`src/rtl/ebw_pkg.sv`:
```
// Shared types for the sector erase batching window controller.
// Assumes the opcode encoding listed in the brief.
package ebw_pkg;

    typedef enum logic [1:0] {
        OP_NONE    = 2'b00,
        OP_SECTOR  = 2'b01,
        OP_CHIP    = 2'b10,
        OP_SUSPEND = 2'b11
    } ebw_op_e;

    typedef enum logic [1:0] {
        ST_IDLE   = 2'b00,
        ST_WINDOW = 2'b01,
        ST_ERASE  = 2'b10
    } ebw_state_e;

    // Commands that survived the acceptance rules of the current state
    typedef struct packed {
        logic add_sector;
        logic chip;
        logic suspend;
        logic done;
    } ebw_evt_t;

endpackage

```
`src/rtl/ebw_cmd_filter.sv`:
```
// Decides which incoming command is accepted in the present state.
// Assumes: at most one opcode per cycle; erase_done only meaningful while erasing.
module ebw_cmd_filter
    import ebw_pkg::*;
(
    input  logic       cmd_valid,
    input  logic [1:0] cmd_op,
    input  logic       erase_done,
    input  ebw_state_e state,
    output ebw_evt_t   evt
);

    // Acceptance rules per state: erase phase accepts only suspend and done
    always_comb begin
        evt            = '0;
        evt.add_sector = cmd_valid && (cmd_op == OP_SECTOR)  && (state != ST_ERASE);
        evt.chip       = cmd_valid && (cmd_op == OP_CHIP)    && (state == ST_IDLE);
        evt.suspend    = cmd_valid && (cmd_op == OP_SUSPEND) && (state != ST_IDLE);
        evt.done       = erase_done && (state == ST_ERASE);
    end

endmodule

```
`src/rtl/ebw_window_timer.sv`:
```
// Down-counter for the acceptance window. A load restarts the full timeout;
// expire is raised in the cycle whose edge ends the window.
// Assumes TIMEOUT_CYC >= 1.
module ebw_window_timer #(
    parameter int TIMEOUT_CYC = 5000
) (
    input  logic clk,
    input  logic rst_n,
    input  logic load,
    input  logic run,
    output logic expire
);

    localparam int CW = $clog2(TIMEOUT_CYC + 1);
    localparam logic [CW-1:0] FULL = CW'(TIMEOUT_CYC);
    localparam logic [CW-1:0] LAST = CW'(1);

    logic [CW-1:0] cnt_q;

    // Window ends when the count sits at its last value and no reload arrives
    assign expire = run && !load && (cnt_q == LAST);

    // Reload on each accepted sector command, count down while the window is open
    always_ff @(posedge clk) begin
        if (!rst_n) begin
            cnt_q <= '0;
        end else if (load) begin
            cnt_q <= FULL;
        end else if (!run) begin
            cnt_q <= '0;
        end else if (cnt_q != '0) begin
            cnt_q <= cnt_q - LAST;
        end
    end


    timer_range_chk: assert property (@(posedge clk) disable iff (!rst_n)
        cnt_q <= FULL);


    timer_reload_chk: assert property (@(posedge clk) disable iff (!rst_n)
        load |=> (cnt_q == FULL));

endmodule

```
`src/rtl/ebw_sector_map.sv`:
```
// Holds the pending sector bitmap: sets single bits, fills all bits, or clears.
// Assumes clear, fill and set are never needed in the same cycle (clear wins).
module ebw_sector_map #(
    parameter int SEC_W = 4
) (
    input  logic                  clk,
    input  logic                  rst_n,
    input  logic                  set_en,
    input  logic [SEC_W-1:0]      set_idx,
    input  logic                  fill_all,
    input  logic                  clear,
    output logic [(1<<SEC_W)-1:0] map
);

    localparam int NUM_SECTORS = 1 << SEC_W;

    logic [NUM_SECTORS-1:0] hit;

    // One decoder compare per sector bit
    for (genvar i = 0; i < NUM_SECTORS; i++) begin : g_hit
        assign hit[i] = set_en && (set_idx == SEC_W'(i));
    end

    // Update bitmap: clear on done, fill on chip erase, else OR in the new sector
    always_ff @(posedge clk) begin
        if (!rst_n) begin
            map <= '0;
        end else if (clear) begin
            map <= '0;
        end else if (fill_all) begin
            map <= '1;
        end else begin
            map <= map | hit;
        end
    end


    map_accum_chk: assert property (@(posedge clk) disable iff (!rst_n)
        (!clear && !fill_all) |=> ((map & $past(map)) == $past(map)));

endmodule

```
`src/rtl/erase_batch_ctrl.sv`:
```
// Sector erase batching window controller.
// Collects sector erase commands in a timed window, then starts the erase
// engine with a frozen bitmap. While erasing only suspend and done are honoured.
// Assumes: one command per cycle, erase engine raises erase_done once per erase.
module erase_batch_ctrl
    import ebw_pkg::*;
#(
    parameter int SEC_W     = 4,
    parameter int CLK_HZ    = 100_000_000,
    parameter int WINDOW_US = 50
) (
    input  logic                  clk,
    input  logic                  rst_n,
    input  logic                  cmd_valid,
    input  logic [1:0]            cmd_op,
    input  logic [SEC_W-1:0]      cmd_sector,
    input  logic                  erase_done,
    output logic [(1<<SEC_W)-1:0] erase_map,
    output logic                  erase_start,
    output logic                  erase_locked,
    output logic                  busy,
    output logic                  suspend_req
);

    localparam int NUM_SECTORS = 1 << SEC_W;
    localparam int TIMEOUT_CYC = (CLK_HZ / 1_000_000) * WINDOW_US;

    ebw_state_e state_q, state_d;
    ebw_evt_t   evt;
    logic       expire;
    logic       start_d, start_q;
    logic       susp_pend_q;
    logic       susp_req_q;

    ebw_cmd_filter u_filter (
        .cmd_valid  (cmd_valid),
        .cmd_op     (cmd_op),
        .erase_done (erase_done),
        .state      (state_q),
        .evt        (evt)
    );

    ebw_window_timer #(.TIMEOUT_CYC(TIMEOUT_CYC)) u_timer (
        .clk    (clk),
        .rst_n  (rst_n),
        .load   (evt.add_sector),
        .run    (state_q == ST_WINDOW),
        .expire (expire)
    );

    ebw_sector_map #(.SEC_W(SEC_W)) u_map (
        .clk      (clk),
        .rst_n    (rst_n),
        .set_en   (evt.add_sector),
        .set_idx  (cmd_sector),
        .fill_all (evt.chip),
        .clear    (evt.done),
        .map      (erase_map)
    );

    // Next-state and start decision for idle / window / erase phases
    always_comb begin
        state_d = state_q;
        start_d = 1'b0;
        unique case (state_q)
            ST_IDLE: begin
                if (evt.chip) begin
                    state_d = ST_ERASE;
                    start_d = 1'b1;
                end else if (evt.add_sector) begin
                    state_d = ST_WINDOW;
                end
            end
            ST_WINDOW: begin
                if (evt.suspend || expire) begin
                    state_d = ST_ERASE;
                    start_d = 1'b1;
                end
            end
            ST_ERASE: begin
                if (evt.done) begin
                    state_d = ST_IDLE;
                end
            end
            default: state_d = ST_IDLE;
        endcase
    end

    // Phase register and start pulse register
    always_ff @(posedge clk) begin
        if (!rst_n) begin
            state_q <= ST_IDLE;
            start_q <= 1'b0;
        end else begin
            state_q <= state_d;
            start_q <= start_d;
        end
    end

    // Suspend forwarding: direct while erasing, one cycle after start if it closed the window
    always_ff @(posedge clk) begin
        if (!rst_n) begin
            susp_pend_q <= 1'b0;
            susp_req_q  <= 1'b0;
        end else begin
            susp_pend_q <= evt.suspend && (state_q == ST_WINDOW);
            susp_req_q  <= (evt.suspend && (state_q == ST_ERASE)) || susp_pend_q;
        end
    end

    assign erase_start  = start_q;
    assign erase_locked = (state_q == ST_ERASE);
    assign busy         = (state_q != ST_IDLE);
    assign suspend_req  = susp_req_q;


    start_pulse_chk: assert property (@(posedge clk) disable iff (!rst_n)
        erase_start |=> !erase_start);


    lock_rise_chk: assert property (@(posedge clk) disable iff (!rst_n)
        $rose(erase_locked) |-> erase_start);


    map_frozen_chk: assert property (@(posedge clk) disable iff (!rst_n)
        (erase_locked && !erase_done) |=> $stable(erase_map));


    done_idle_chk: assert property (@(posedge clk) disable iff (!rst_n)
        (erase_locked && erase_done) |=> (!busy && !erase_locked && (erase_map == '0)));


    busy_map_chk: assert property (@(posedge clk) disable iff (!rst_n)
        busy |-> (erase_map != '0));


    suspend_src_chk: assert property (@(posedge clk) disable iff (!rst_n)
        suspend_req |-> $past(busy));

endmodule

```
`config.mk`:
```
export PLATFORM = sky130hd
export DESIGN_NAME = erase_batch_ctrl
export DESIGN_NICKNAME = d
export VERILOG_FILES = /design/src/rtl/ebw_pkg.sv /design/src/rtl/ebw_cmd_filter.sv /design/src/rtl/ebw_window_timer.sv /design/src/rtl/ebw_sector_map.sv /design/src/rtl/erase_batch_ctrl.sv
export SDC_FILE = /design/constraint.sdc
export NUM_CORES = 1
export LEC_CHECK = 0
export BUFFER_PORTS_ARGS = -buffer_cell sky130_fd_sc_hd__buf_2
export CORE_UTILIZATION = 54
export CTS_CLUSTER_DIAMETER = 120
export DETAILED_ROUTE_END_ITERATION = 8
export PLACE_DENSITY = 0.87
export SLEW_MARGIN = 20
export SYNTH_ARGS = -nofsm -noshare
export SYNTH_HDL_FRONTEND = slang
export SYNTH_HIERARCHICAL = 1
export SYNTH_SLANG_ARGS = --single-unit
```
`constraint.sdc`:
```
create_clock -name clk -period 2.3 [get_ports clk]
set_input_delay 0.23 -clock clk [delete_from_list [all_inputs] [get_ports clk]]
set_output_delay 0.23 -clock clk [all_outputs]
set_load 0.005 [all_outputs]
```
Word-level counts from Yosys, hierarchy flattened:

Cells that the tools add are included.

* bits of input ports: 10
* output and inout bits: 20
* word-level logic and storage cells: 86
* register bits: 34

* multiplexer cells: 12
* add/subtract/negate cells: 1
* equal/unequal tests: 26
* reductions and logical operators: 37
* bitwise gates (word level): 3

Operator list (number)
* 2-to-1 mux 13 bit: 3
* equality test 4 bit, second input constant: 8
* logical AND 1 bit: 27
* equality test 4 x 3 -> 1 bit, second input constant: 4
* 2-to-1 mux 16 bit: 1
* OR 16 bit: 1
* equality test 13 x 1 -> 1 bit, second input constant: 1
* nonzero test 13 bit: 1
* subtractor 13 x 1 -> 13 bit, second input constant: 1
* equality test 4 x 2 -> 1 bit, second input constant: 2
* 2-to-1 mux 2 bit: 4
* equality test 2 bit, second input constant: 3
* one-hot mux 2 bit (3 select lines): 1
* equality test 2 x 1 -> 1 bit, second input constant: 2
* equality test 4 x 1 -> 1 bit, second input constant: 1
* logical NOT 4 bit: 1
* != test 2 bit, second input constant: 2
* != test 3 x 1 -> 1 bit, second input constant: 1
* != test 3 x 2 -> 1 bit, second input constant: 1
* AND reduction 3 bit: 1
* OR reduction 3 bit: 1
* logical NOT 2 bit: 1
* logical OR 1 bit: 2
* 2-to-1 mux 1 bit: 2
* other kinds (6): 7

Logic depth before layout (Yosys ltp):

* depth in word-level cells: 9
* mapped depth: 7
* gate-level depth less buffers: 6

Cells and area by module:

Netlist, hierarchy kept.

Modules (own cells, without submodules)
* ebw_window_timer: instances 1, area an instance 726.9 um2, sequential area each 260.2 um2, cells an instance 83
* ebw_sector_map: instances 1, area an instance 579.3 um2, sequential area each 320.3 um2, cells an instance 61
* erase_batch_ctrl: instances 1, area an instance 215.2 um2, sequential area each 100.1 um2, cells an instance 20
* ebw_cmd_filter: instances 1, area an instance 45.0 um2, sequential area each 0.0 um2, cells an instance 7

Least setup slack after synthesis:

Ideal clock, no wire load.

* path type: reg2reg
* start point: register state_q[0]
* end point: register u_timer.cnt_q[11]
* clock period less this slack: 1.982 ns
* library setup time: 0.123 ns
* setup slack: 0.318 ns
* path buffers: 1
* arrival time: 1.858 ns
* cell stages (with the launch flop): 7
* required time: 2.177 ns
* path through: dfxtp_1 > nor2b_2 > nor3_1 > nand3b_1 > clkbuf_1 > nor2_1 > mux2_1

RTL lines
* start, declared: RTL line erase_batch_ctrl.sv:28 `ebw_state_e state_q, state_d;`
* start signal, assigned: RTL line erase_batch_ctrl.sv:95 `state_q <= state_d;`
* end signal, assigned: RTL line ebw_window_timer.sv:32 `cnt_q <= cnt_q - LAST;`
* end, declared: RTL line ebw_window_timer.sv:18 `logic [CW-1:0] cnt_q;`

Worst setup path in the final report:

* start point: register u_timer.cnt_q[8]
* end point: register u_timer.cnt_q[5]

* longest elaborated chain between the ends: 1

Ends and longest elaborated chain
* nonzero test 13 bit: RTL line ebw_window_timer.sv:31 `end else if (cnt_q != '0) begin`

Every way passes these cells.
A chain may end at the register's enable or synchronous reset.

==> key figures <==
Status
  – Status: completed

Route
  – ANT nets after route: 0
  – Final wirelength: 3591 um
  – Initial DRT Pass Iterations: 4
  – WL/cell: 15.22 um
  – Residual DRC count: 0
  – Via count: 1448
  – Drt via density: 6.136
  – 1st-iter DRT viols: 83

Setup path
  – R2R Path Start: u_timer/cnt_q[8]$_SDFFE_PN0P_
  – Type of element capturing the critical path: flop
  – CP Launch Type: flop
  – Worst EP required: 2.55 ns
  – FF-to-FF End: u_timer/cnt_q[5]$_SDFFE_PP0N_
  – Crit path max fanout: 7
  – Setup crit start: u_timer/cnt_q[8]$_SDFFE_PN0P_
  – Critical Path AT: 2.24 ns
  – Cell count of the worst reg-to-reg path: 4
  – Crit Path Class: reg2reg
  – R2r setup slk: 0.31 ns
  – Crit path to: u_timer/cnt_q[5]$_SDFFE_PP0N_

Clock network
  – Num CTS Buffers: 5
  – Root buffer cell: clkbuf_4
  – Max clock buf depth: 2
  – Post-cts sizing count: 0
  – CTS sink count: 34
  – TritonCTS clock tree: done
  – Clock latency on the worst-skew pair: 0.35 ns
  – Post-CTS Repair Setup Buffers: 0
  – H-tree lvl count: 2
  – Reg clk slew, reported paths: 0.11 ns
  – CTS Hold Buffers Added: 0

STA
  – Tmin final: 1.991 ns
  – Slew Limit Fails: 0
  – Setup-failing EPs final: 0
  – Slew margin rel.: 57.07%
  – F_max: 502.2 MHz
  – Tightest Pin Transition: 0.6387 ns
  – Setup_tns: 0 ns
  – Final Hold Fails: 0
  – Clock Skew: 0.01246 ns
  – Period utilization: 86.57%
  – RSZ-0062 raised after global routing: false

Die
  – Die Ht: 55.86 um
  – Die area: 3120 um2
  – Initial Utilization: 56.81%
  – Die width: 55.86 um
  – Num ports: 30
  – # rows: 19
  – Core area: 2758 um2

Synthesis
  – Post-synth net total: 184
  – Synth unique cells: 47
  – EDFF count, synth: 0
  – Top FF cell, synth: dfxtp_1
  – Syn Area/Cell: 9.161 um2
  – Flops & latches, synth: 34
  – Yosys Warn Count: 6
  – Sequential cell area fraction in the yosys report: 43.45%
  – Synthesized instance count: 171
  – Post-synth ARST share: 0%
  – Post-Syn Area: 1567 um2

Global routing
  – First-pass GRT wire length: 5940 um
  – Total congestion overflow: 0
  – Pin count of the biggest net entering global routing: 19
  – Initial antenna violation count: 0
  – Total GRT Usage: 24.72%
  – Vias in the first global route: 1310

Power
  – Lkg Pwr: 0.7968 nW
  – P_sw: 0.3638 mW
  – PwrDens: 771.1 nW/um2
  – Peak supply drop: 0.6258 mV
  – Reg power frac: 45.1%
  – Clk pwr share: 38.6%
  – Sw Ratio: 25.43%
  – Total chip power: 1.431 mW
  – Pint: 1.067 mW
  – Combinational share of power: 16.3%

Final layout
  – Sequential cell area: 680.7 um2
  – # diodes: 0
  – Multi-input logic area: 847.1 um2
  – Area delta synth->final: 18.45%
  – Layout cells sized above 1: 26.34%
  – Layout Nets: 217
  – Fill cell count: 224
  – Final cell count without fillers: 236

Min path
  – Hold Path Class: in2reg

Placed design
  – GP Congestion: 0.8812
  – Dpl cells: 228
  – IO buf count: 29
  – Post-DP HPWL: 2526 um

Job
  – Max Cap Viol: 0
-- cells in the final DEF (no fill, tap or decap), types with 4 or more instances in the layout --
cell / instances
o22ai_1: 16
nand2_1: 7
inv_1: 6
nand3b_1: 6
xnor2_1: 4
o21a_1: 4
nor2_1: 28
clkbuf_4: 5
a21oi_1: 4
buf_2: 29
dfxtp_1: 34
-- critical path, stage by stage, from the launching register on --
cell,delay (ns)
dfxtp_1,0.39
nor4_2,0.57
nand4_2,0.36
nand3b_1,0.22
mux2_2,0.34
-- registers in the layout, indices dropped and copies added (netlist names) --
name	count
erase_start	1
u_map/map	16
u_timer/cnt_q	13
state_q	2
susp_pend_q	1
suspend_req	1
-- power groups by stage --
stage          Clock (mW)  Combinational (mW)  Sequential, mW
5_1_grt             0.586               0.256           0.651
3_3_place_gp            0               0.219           0.655
3_5_place_dp            0               0.228           0.659
6_report            0.552               0.233           0.646
2_1_floorplan           0               0.157           0.656
4_1_cts             0.564               0.230           0.645
-- worst min path at each step --
stage                                      start                            end  slack, ns  cells past startpoint
after floorplan                            rst_n         suspend_req$_SDFF_PN0_       0.35                      1
final                                      rst_n  u_timer/cnt_q[8]$_SDFFE_PN0P_       0.23                      2
after global routing               cmd_sector[0]        u_map/map[8]$_SDFF_PP0_       0.24                      3
after global placement    susp_pend_q$_SDFF_PN0_         suspend_req$_SDFF_PN0_       0.43                      1
after CTS                                  rst_n  u_timer/cnt_q[8]$_SDFFE_PN0P_       0.21                      2
after detailed placement  susp_pend_q$_SDFF_PN0_         suspend_req$_SDFF_PN0_       0.44                      1
-- per-layer routing --
metal	global-route usage (%)	part of all wire, %	vias to the layer above
li1	-	-	692
met1	29.10	42	683
met2	40.62	49	62
met3	7.209	6.8	11
met4	13.24	2.3	0
met5	0	0	-
-- layout make-up --
class	count	share of cell area (%)
well taps	31	2.090
flip-flops and latches	34	36.68
clock inverters	3	3.709
clock buffers	5	2.023
repair buffers	31	8.631
multi-input cells	126	45.65
inverters	6	1.214
-- through the flow --
stage / setup WS (ns) / utilization [%] / cell area, um2 / hold WS [ns]
after global routing: 0.1667 / 67.29 / 1856 / 0.2399
after CTS: 0.3179 / 67.29 / 1856 / 0.2112
after detailed placement: 0.3568 / 63.43 / 1749 / 0.4351
after global placement: 0.4708 / 63.43 / 1749 / 0.4267
final: 0.3089 / 67.29 / 1856 / 0.2306
after floorplan: 0.3184 / - / 1567 / 0.3475
-- Yosys cell counts, types with 2 or more instances --
master | number | share of area, %
nand3_1 | 3 | 0.96
o22ai_1 | 16 | 6.4
or3b_2 | 2 | 1.1
ha_1 | 3 | 2.4
nand2b_1 | 3 | 1.2
dfxtp_1 | 34 | 43
o31ai_1 | 3 | 1.4
inv_1 | 6 | 1.4
xnor2_1 | 4 | 2.2
buf_2 | 3 | 0.96
nor4_2 | 2 | 1.6
o21ai_0 | 3 | 0.96
nor2b_1 | 2 | 0.80
a21oi_1 | 4 | 1.3
nand4_1 | 2 | 0.80
o21a_1 | 4 | 1.9
nor4_1 | 3 | 1.2
nor3_1 | 3 | 0.96
nor2_1 | 28 | 6.7
nand3b_1 | 6 | 2.9
nand2_1 | 7 | 1.7
or2_2 | 2 | 0.80
nand4bb_1 | 3 | 2.2
clkbuf_1 | 2 | 0.48
-- kinds of logic (layout without fill, tap and decap cells) --
family / after synthesis / count (layout) / synth area share, %
AO/OA/AOI/OAI: 37 / 37 / 15.98
AND/OR/NAND/NOR: 79 / 79 / 31.07
flip-flops: 34 / 34 / 43.45
buffers and inverters: 11 / 45 / 2.875
XOR/XNOR: 5 / 5 / 2.795
adder cells (fa/ha/maj): 3 / 3 / 2.396
multiplexers: 2 / 2 / 1.438
Note: power is estimated with default switching activity, not from simulation.
